### src/rtl/burst_seq_pkg.sv
package burst_seq_pkg;

   typedef enum logic {
      ORD_LINEAR     = 1'b0,
      ORD_INTERLEAVE = 1'b1
   } order_e;

   typedef struct packed {
      logic act;
      logic wr;
   } op_t;

   localparam op_t OP_IDLE = '{act: 1'b0, wr: 1'b0};

endpackage

### src/rtl/bseq_capture.sv
module bseq_capture
   import burst_seq_pkg::*;
#(
   parameter int ADDR_W = 20,
   parameter int BEAT_W = 2
)(
   input  logic              clk,
   input  logic              rst_n,
   input  logic              advance,
   input  logic [ADDR_W-1:0] addr_in,
   input  logic              sel_in,
   input  logic              wr_in,
   output logic [ADDR_W-1:0] base_q,
   output logic [BEAT_W-1:0] beat_q,
   output op_t               op_q
);

   always_ff @(posedge clk or negedge rst_n) begin
      if (!rst_n) begin
         base_q <= '0;
         beat_q <= '0;
         op_q   <= OP_IDLE;
      end else if (!advance) begin
         base_q <= addr_in;
         beat_q <= '0;
         op_q   <= '{act: sel_in, wr: sel_in & wr_in};
      end else begin
         beat_q <= beat_q + 1'b1;
      end
   end


   base_hold_chk: assert property (@(posedge clk) disable iff (!rst_n)
      advance |=> base_q == $past(base_q));


   op_hold_chk: assert property (@(posedge clk) disable iff (!rst_n)
      advance |=> op_q == $past(op_q));

endmodule

### src/rtl/bseq_order.sv
module bseq_order
   import burst_seq_pkg::*;
#(
   parameter int BEAT_W = 2
)(
   input  logic              clk,
   input  logic              rst_n,
   input  logic              advance,
   input  logic              order_sel,
   input  logic [BEAT_W-1:0] start_lo,
   input  logic [BEAT_W-1:0] beat,
   output logic [BEAT_W-1:0] cur_lo
);

   logic [BEAT_W-1:0] xor_lo;
   logic [BEAT_W-1:0] add_lo;

   for (genvar b = 0; b < BEAT_W; b++) begin : g_xor
      assign xor_lo[b] = start_lo[b] ^ beat[b];
   end

   assign add_lo = start_lo + beat;
   assign cur_lo = (order_e'(order_sel) == ORD_INTERLEAVE) ? xor_lo : add_lo;


   ilv_toggle_chk: assert property (@(posedge clk) disable iff (!rst_n)
      advance && order_sel |=> !order_sel || (cur_lo[0] != $past(cur_lo[0])));


   lin_step_chk: assert property (@(posedge clk) disable iff (!rst_n)
      advance && !order_sel |=> order_sel || (cur_lo == $past(cur_lo) + 1'b1));

endmodule

### src/rtl/bseq_drive.sv
module bseq_drive
   import burst_seq_pkg::*;
#(
   parameter int BYTES = 4
)(
   input  logic             clk,
   input  logic             rst_n,
   input  logic [BYTES-1:0] bmask_in,
   input  op_t              op,
   input  logic             oe_req,
   output logic [BYTES-1:0] bmask_out,
   output logic             bus_drive_en
);

   logic [BYTES-1:0] mask_q;

   always_ff @(posedge clk or negedge rst_n) begin
      if (!rst_n) mask_q <= '0;
      else        mask_q <= bmask_in;
   end

   for (genvar i = 0; i < BYTES; i++) begin : g_lane
      assign bmask_out[i] = mask_q[i] & op.wr;
   end

   assign bus_drive_en = op.act & ~op.wr & oe_req;


   mask_beat_chk: assert property (@(posedge clk) disable iff (!rst_n)
      op.wr |-> bmask_out == $past(bmask_in));


   wr_tristate_chk: assert property (@(posedge clk) disable iff (!rst_n)
      op.wr |-> !bus_drive_en);


   oe_off_chk: assert property (@(posedge clk) disable iff (!rst_n)
      !oe_req |-> !bus_drive_en);

endmodule

### src/rtl/burst_seq_top.sv
module burst_seq_top
   import burst_seq_pkg::*;
#(
   parameter int ADDR_W = 20,
   parameter int BYTES  = 4
)(
   input  logic              clk,
   input  logic              rst_n,
   input  logic              advance,
   input  logic [ADDR_W-1:0] addr_in,
   input  logic              sel_in,
   input  logic              wr_in,
   input  logic              order_sel,
   input  logic [BYTES-1:0]  bmask_in,
   input  logic              oe_req,
   output logic [ADDR_W-1:0] addr_out,
   output logic              access_vld,
   output logic              access_wr,
   output logic [BYTES-1:0]  bmask_out,
   output logic              bus_drive_en
);

   localparam int BEAT_W = 2;

   if (ADDR_W <= BEAT_W) begin : g_bad_addr
      $error("ADDR_W must exceed the burst bit count");
   end
   if (BYTES < 1) begin : g_bad_bytes
      $error("BYTES must be at least 1");
   end

   logic [ADDR_W-1:0] base_q;
   logic [BEAT_W-1:0] beat_q;
   logic [BEAT_W-1:0] cur_lo;
   op_t               op_q;

   bseq_capture #(.ADDR_W(ADDR_W), .BEAT_W(BEAT_W)) u_cap (
      .clk(clk), .rst_n(rst_n), .advance(advance), .addr_in(addr_in),
      .sel_in(sel_in), .wr_in(wr_in), .base_q(base_q), .beat_q(beat_q),
      .op_q(op_q)
   );

   bseq_order #(.BEAT_W(BEAT_W)) u_ord (
      .clk(clk), .rst_n(rst_n), .advance(advance), .order_sel(order_sel),
      .start_lo(base_q[BEAT_W-1:0]), .beat(beat_q), .cur_lo(cur_lo)
   );

   bseq_drive #(.BYTES(BYTES)) u_drv (
      .clk(clk), .rst_n(rst_n), .bmask_in(bmask_in), .op(op_q),
      .oe_req(oe_req), .bmask_out(bmask_out), .bus_drive_en(bus_drive_en)
   );

   assign addr_out   = {base_q[ADDR_W-1:BEAT_W], cur_lo};
   assign access_vld = op_q.act;
   assign access_wr  = op_q.wr;


   load_capture_chk: assert property (@(posedge clk) disable iff (!rst_n)
      !advance |=> addr_out == $past(addr_in) && access_vld == $past(sel_in)
                   && access_wr == $past(sel_in & wr_in));


   upper_hold_chk: assert property (@(posedge clk) disable iff (!rst_n)
      advance |=> addr_out[ADDR_W-1:BEAT_W] == $past(addr_out[ADDR_W-1:BEAT_W]));

endmodule

### config.mk
export PLATFORM = sky130hd
export DESIGN_NAME = burst_seq_top
export DESIGN_NICKNAME = d
export VERILOG_FILES = /design/src/rtl/burst_seq_pkg.sv /design/src/rtl/bseq_capture.sv /design/src/rtl/bseq_order.sv /design/src/rtl/bseq_drive.sv /design/src/rtl/burst_seq_top.sv
export SDC_FILE = /design/constraint.sdc
export NUM_CORES = 1
export LEC_CHECK = 0
export ABC_CLOCK_PERIOD_IN_PS = 2390
export BUFFER_PORTS_ARGS = -buffer_cell sky130_fd_sc_hd__buf_2
export CAP_MARGIN = 20
export CORE_MARGIN = 2
export CORE_UTILIZATION = 47
export CTS_CLUSTER_SIZE = 40
export DETAILED_ROUTE_END_ITERATION = 16
export GPL_ROUTABILITY_DRIVEN = 0
export PLACE_DENSITY_LB_ADDON = 0.12
export SYNTH_ARGS = -nofsm -noshare
export SYNTH_HDL_FRONTEND = slang
export SYNTH_HIERARCHICAL = 1
export SYNTH_SLANG_ARGS = --single-unit
export TNS_END_PERCENT = 50
### constraint.sdc
create_clock -name clk -period 2.39 [get_ports clk]
set_clock_uncertainty 0.15 [all_clocks]
set_input_delay 0.478 -clock clk [delete_from_list [all_inputs] [get_ports clk]]
set_output_delay 0.478 -clock clk [all_outputs]
set_load 0.1 [all_outputs]
==> results of run 1 <==
[layout make-up]
cell class	instances	area, sq um	area share (%)
Clock buffer	3	22.52	1.544
Multi-Input combinational cell	36	412.9	28.30
Tap cell	28	35.03	2.401
Sequential cell	28	700.7	48.03
Timing Repair Buffer	57	287.8	19.73
[critical path, delay by kind of cell, from the launching register on]
family / cells / cell delay, ns
buffers and inverters: 1 / 0.34
XOR/XNOR: 1 / 0.13
AND/OR/NAND/NOR: 1 / 0.21
adder cells (fa/ha/maj): 1 / 0.15
flip-flops: 1 / 0.41
[how the worst min path moves through the flow]
| stage | startpoint | endpoint | slack (ns) | cells past startpoint |
|---|---|---|---|---|
| global route | rst_n | u_cap/base_q[14] | 0.02 | 1 |
| floorplan | rst_n | u_cap/base_q[0] | 0.03 | 0 |
| finish | rst_n | u_cap/base_q[14] | -0.009 | 1 |
| CTS | rst_n | u_cap/base_q[1] | 0.01 | 1 |
| detailed placement | u_cap/beat_q[0] | u_cap/beat_q[0] | 0.33 | 1 |
| global placement | u_cap/beat_q[0] | u_cap/beat_q[0] | 0.31 | 1 |
[sequential cells by signal, summed over array words and instances (netlist names)]
signal,count
u_cap/base_q,20
u_cap/beat_q,2
u_cap/op_q,2
u_drv/mask_q,4
[synth_stat cells]
cell / count
and2_2: 4
ha_1: 1
xnor2_1: 2
xor2_1: 1
nand2_1: 2
and2_1: 1
buf_12: 1
dfrtp_1: 28
buf_6: 2
o21ai_0: 1
mux2_4: 16
nor2b_1: 2
mux2_2: 5
and3b_1: 1
[power by group]
| group | total, mW | internal [mW] | switching [mW] |
|---|---|---|---|
| Clock | 0.182 | 0.0589 | 0.123 |
| Combinational | 0.511 | 0.111 | 0.399 |
| Sequential | 0.539 | 0.516 | 0.0230 |
| Total | 1.23 | 0.687 | 0.545 |
[layer usage]
layer  up-vias  wire length [um]  track usage, %
met1       341               849           19.12
li1        340                 -               -
met2        29               869           21.60
met5         -                 0               0
met4         0                 0           5.128
met3         0               125           2.825
[repair_timing]
item,CTS,global route
endpoints found under the hold margin,0,0
gates resized for setup,0,1
setup endpoints to repair,0,1
[kinds of logic (layout without fill, tap and decap cells)]
family	after synthesis	after routing	synth area share, %
AO/OA/AOI/OAI	1	1	0.4353
XOR/XNOR	3	3	2.288
adder cells (fa/ha/maj)	1	1	1.089
buffers and inverters	3	60	3.704
flip-flops	28	28	61.00
multiplexers	21	21	25.82
AND/OR/NAND/NOR	10	10	5.665
[stage by stage]
stage	hold WS, ns	std cells
floorplan	0.03241	67
global placement	0.3122	149
detailed placement	0.3303	149
CTS	0.01337	152
global route	0.02495	152
finish	-0.008658	152
==> flow_summary.toml, run 1 <==
[sta]
finalSetupViolCount = 0
layout_setup_ws_ns = 0.2064
final_max_slew_viol_count = 0
slew_headroom_pct = 56.12
clock.fmax_ghz = 0.4580
hold_viol = 13
period_minus_slack_ns = 2.184
finalCritPeriodShare_pct = 91.36
fin_hold_ws_ns = -0.008658
rsz0062_at_grt = "false"
worst_pin_slew_ns = 0.6582
finalSetupTns_ns = 0

[run]
cap_violations = 0

[clock_tree]
cts_buffers = 3
post_cts_buffers = 0
cts_max_level = 1
clock-sinks = 28
clk_pin_slew_ns = 0.14
cts_tree = "built"
clk_latency_ns = 0.31
ctsHoldBuffers = 0
cts_buffer_depth = 2
cts_root_buf = "clkbuf_4"

[placement]
port_buffers = 57
hpwl_um = 1365
place_area_sq_um = 1434
dpl_worst_slack_ns = 0.4229

[yosys]
synth_top_area_share_pct = 61.00
syn_area_sq_um = 1149
ys_seq_area_share_pct = 61.00
synth_top_cell_by_area = "dfrtp_1"
synth_cell_types = 14
syn_nets = 99
yosysWarnings = 6
synth_area_leaders = "dfrtp_1 (61%), mux2_4 (21%), mux2_2 (4.9%)"
ys_seq_elements = 28
synth_cells = 67
avgSynthCellArea_sq_um = 17.14

[layout]
fin_util_pct = 64.71
area_growth_pct = 27.02
drive_gt1_share_pct = 69.35
n_antenna_cell = 0
nFillCells = 194
final_common_cell = "buf_2"
final_cell_mix = "buf_2 (56), dfrtp_1 (28), mux2_4 (16)"
final_nets = 158
design_area_sq_um = 1459

[floorplan]
die_width_um = 53.44
io-pin-count = 58
fp.dieH_um = 53.44
start_util_pct = 50.94
core_sq_um = 2255
die_area_sq_um = 2855
row_count = 17

[detailed_routing]
wl_um = 1844
drtAntennaViolNets = 0
via_count = 710
drtIter0Drc = 2
viasPerCell = 4.671
drc = 0
drt_first_pass_iters = 3
wl_per_cell_um = 12.13

[power_and_ir_drop]
p_per_area_nw_per_um2 = 844.2
p_leak_nw = 0.7835
ir_drop_mv = 0.4908
p_total_mw = 1.232

[setup_path]
r2r_start = "u_cap/beat_q[0]"
worst_ep_arrival_time_ns = 1.56
worst-path-max-fanout = 3
reg2reg_slack_ns = 1.40
slowest_delay_ns = 0.41
endpoint = "addr_out[1]"
cp_cell_sequence = "ha_1 -> nor2b_1 -> xnor2_2 -> clkbuf_4"
required_ns = 1.76
worstReg2RegEnd = "u_cap/beat_q[1]"
path_class = "reg2out"
cp-start-kind = "flip-flop"
crit_start = "u_cap/beat_q[0]"
slowest_stage = "dfrtp_1"
r2r_cells = 2
crit_path_end_kind = "output port"

[status]
violations = "hold timing"
outcome = "finished, violations left"

[global_routing]
grt_pass1_vias = 670
grt_max_degree = 29
antenna_found_initial = 0
grt-ovfl-total = 0
grt_pass1_wl_um = 2884
grtUsageTotal_pct = 13.92

[min_path]
hp-class = "in2async"
No activity file was read; power rests on OpenSTA's default activity.
==> inputs of run 2 (changes only) <==
--- a/config.mk
+++ b/config.mk
@@ -14,6 +14,7 @@
 export DETAILED_ROUTE_END_ITERATION = 16
 export GPL_ROUTABILITY_DRIVEN = 0
 export PLACE_DENSITY_LB_ADDON = 0.12
+export SETUP_SLACK_MARGIN = 0.4
 export SYNTH_ARGS = -nofsm -noshare
 export SYNTH_HDL_FRONTEND = slang
 export SYNTH_HIERARCHICAL = 1
==> flow_summary.toml, run 2 (same netlist as run 1, synthesis figures left out) <==
[status]
outcome = "finished, violations left"
violations = "hold timing"

[floorplan]
die_area_sq_um = 2855
core_sq_um = 2255
fp.dieH_um = 53.44
die_width_um = 53.44
row_count = 17
io-pin-count = 58
start_util_pct = 50.94

[detailed_routing]
drtAntennaViolNets = 0
drc = 0
drtIter0Drc = 0
wl_um = 1950
via_count = 721
wl_per_cell_um = 12.75
drt_first_pass_iters = 1
viasPerCell = 4.712

[clock_tree]
clk_latency_ns = 0.30
cts_tree = "built"
cts_buffers = 3
cts_buffer_depth = 2
cts_root_buf = "clkbuf_4"
clk_pin_slew_ns = 0.14
cts_max_level = 1
clock-sinks = 28

[power_and_ir_drop]
p_total_mw = 1.274
ir_drop_mv = 0.4622
p_per_area_nw_per_um2 = 838.6
p_leak_nw = 0.7934

[sta]
final_max_slew_viol_count = 0
hold_viol = 14
finalCritPeriodShare_pct = 85.04
rsz0062_at_grt = "true"
period_minus_slack_ns = 2.032
slew_headroom_pct = 55.42
clock.fmax_ghz = 0.4920
worst_pin_slew_ns = 0.6686
finalSetupTns_ns = 0
fin_hold_ws_ns = -0.004084
finalSetupViolCount = 0

[run]
cap_violations = 0

[setup_path]
crit_path_end_kind = "output port"
cp-start-kind = "flip-flop"
path_class = "reg2out"
slowest_delay_ns = 0.40
cp_cell_sequence = "ha_2 -> nor2b_4 -> xnor2_4 -> buf_12"
required_ns = 1.76
slowest_stage = "dfrtp_1"
worst-path-max-fanout = 3
worst_ep_arrival_time_ns = 1.40

[global_routing]
antenna_found_initial = 0
met2_usage_pct = 22.84
grt-ovfl-total = 0
grt_pass1_wl_um = 2835
grtUsageTotal_pct = 14.24
grt_max_degree = 29
gr-usage-met1_pct = 18.07
met3_usage_pct = 2.542
busiest_layer = "met2"
grt_pass1_vias = 658

[layout]
drive_gt1_share_pct = 73.60
largest_reg_flops = 20
final_cell_mix = "buf_2 (54), dfrtp_1 (26), mux2_4 (16)"
largest-register = "u_cap/base_q"
nFillCells = 186
area_growth_pct = 32.24
top_regs = "u_cap/base_q (20), u_drv/mask_q (4)"
instances_no_fill = 153
final_common_cell = "buf_2"
final_nets = 158
n_antenna_cell = 0

[placement]
hpwl_um = 1435
port_buffers = 57
placed_cells = 149

[min_path]
hp-class = "in2async"
run 2: timing repair:
action	in CTS	in global routing
setup endpoints to repair	3	5
pin swaps	0	0
gates resized for setup	8	3
hold buffers	0	0
setup buffers	0	0
run 2: path summary, 6_finish.rpt:
| path | startpoint | end | slack [ns] | cells after the start |
|---|---|---|---|---|
| worst max-delay path | u_cap/beat_q[0] | addr_out[1] | 0.36 | 4 |
| worst min-delay path | rst_n | u_cap/base_q[10] | -0.004 | 1 |
| worst max register to register | u_cap/beat_q[0] | u_cap/beat_q[1] | 1.40 | 2 |
| worst min register to register | u_cap/beat_q[0] | u_cap/beat_q[0] | 0.34 | 1 |
| max in group asynchronous | rst_n | u_cap/op_q[1] | 1.68 | 1 |
| min in group clk | bmask_in[3] | u_drv/mask_q[3] | 0.10 | 1 |
run 2: critical path: cells and delay by family (launching register included):
kind / cells / cell delay [ns]
buf+inv: 1 / 0.19
simple gates: 1 / 0.18
fa+ha+maj: 1 / 0.19
xor+xnor: 1 / 0.14
flops: 1 / 0.40
run 2: stage by stage:
step	area (sq um)	utilization [%]	hold WS (ns)	setup slack, ns
global placement	1451	64.37	0.3143	0.3407
global route	1519	67.37	0.03516	0.2563
floorplan	1174	-	0.03241	0.4508
finish	1519	67.37	-0.004084	0.3575
detailed placement	1451	64.37	0.3249	0.3265
CTS	1508	66.87	0.001207	0.3219
run 2: routing by layer:
| metal | vias up | wire [um] |
|---|---|---|
| met2 | 30 | 954 |
| met5 | - | 0 |
| met3 | 2 | 146 |
| met4 | 0 | 16 |
| met1 | 348 | 833 |
| li1 | 341 | - |
run 2: power by group:
part	switching, mW	internal, mW
registers	0.0253	0.517
clock network	0.125	0.0651
logic	0.406	0.136
total	0.556	0.718
run 2: cell type report:
type | instances | area (sq um) | area share (%)
multi-input combinational | 36 | 445.4 | 29.32
tap | 28 | 35.03 | 2.306
timing repair buffer | 57 | 309.0 | 20.35
sequential | 28 | 703.2 | 46.29
clock buffer | 4 | 26.28 | 1.730
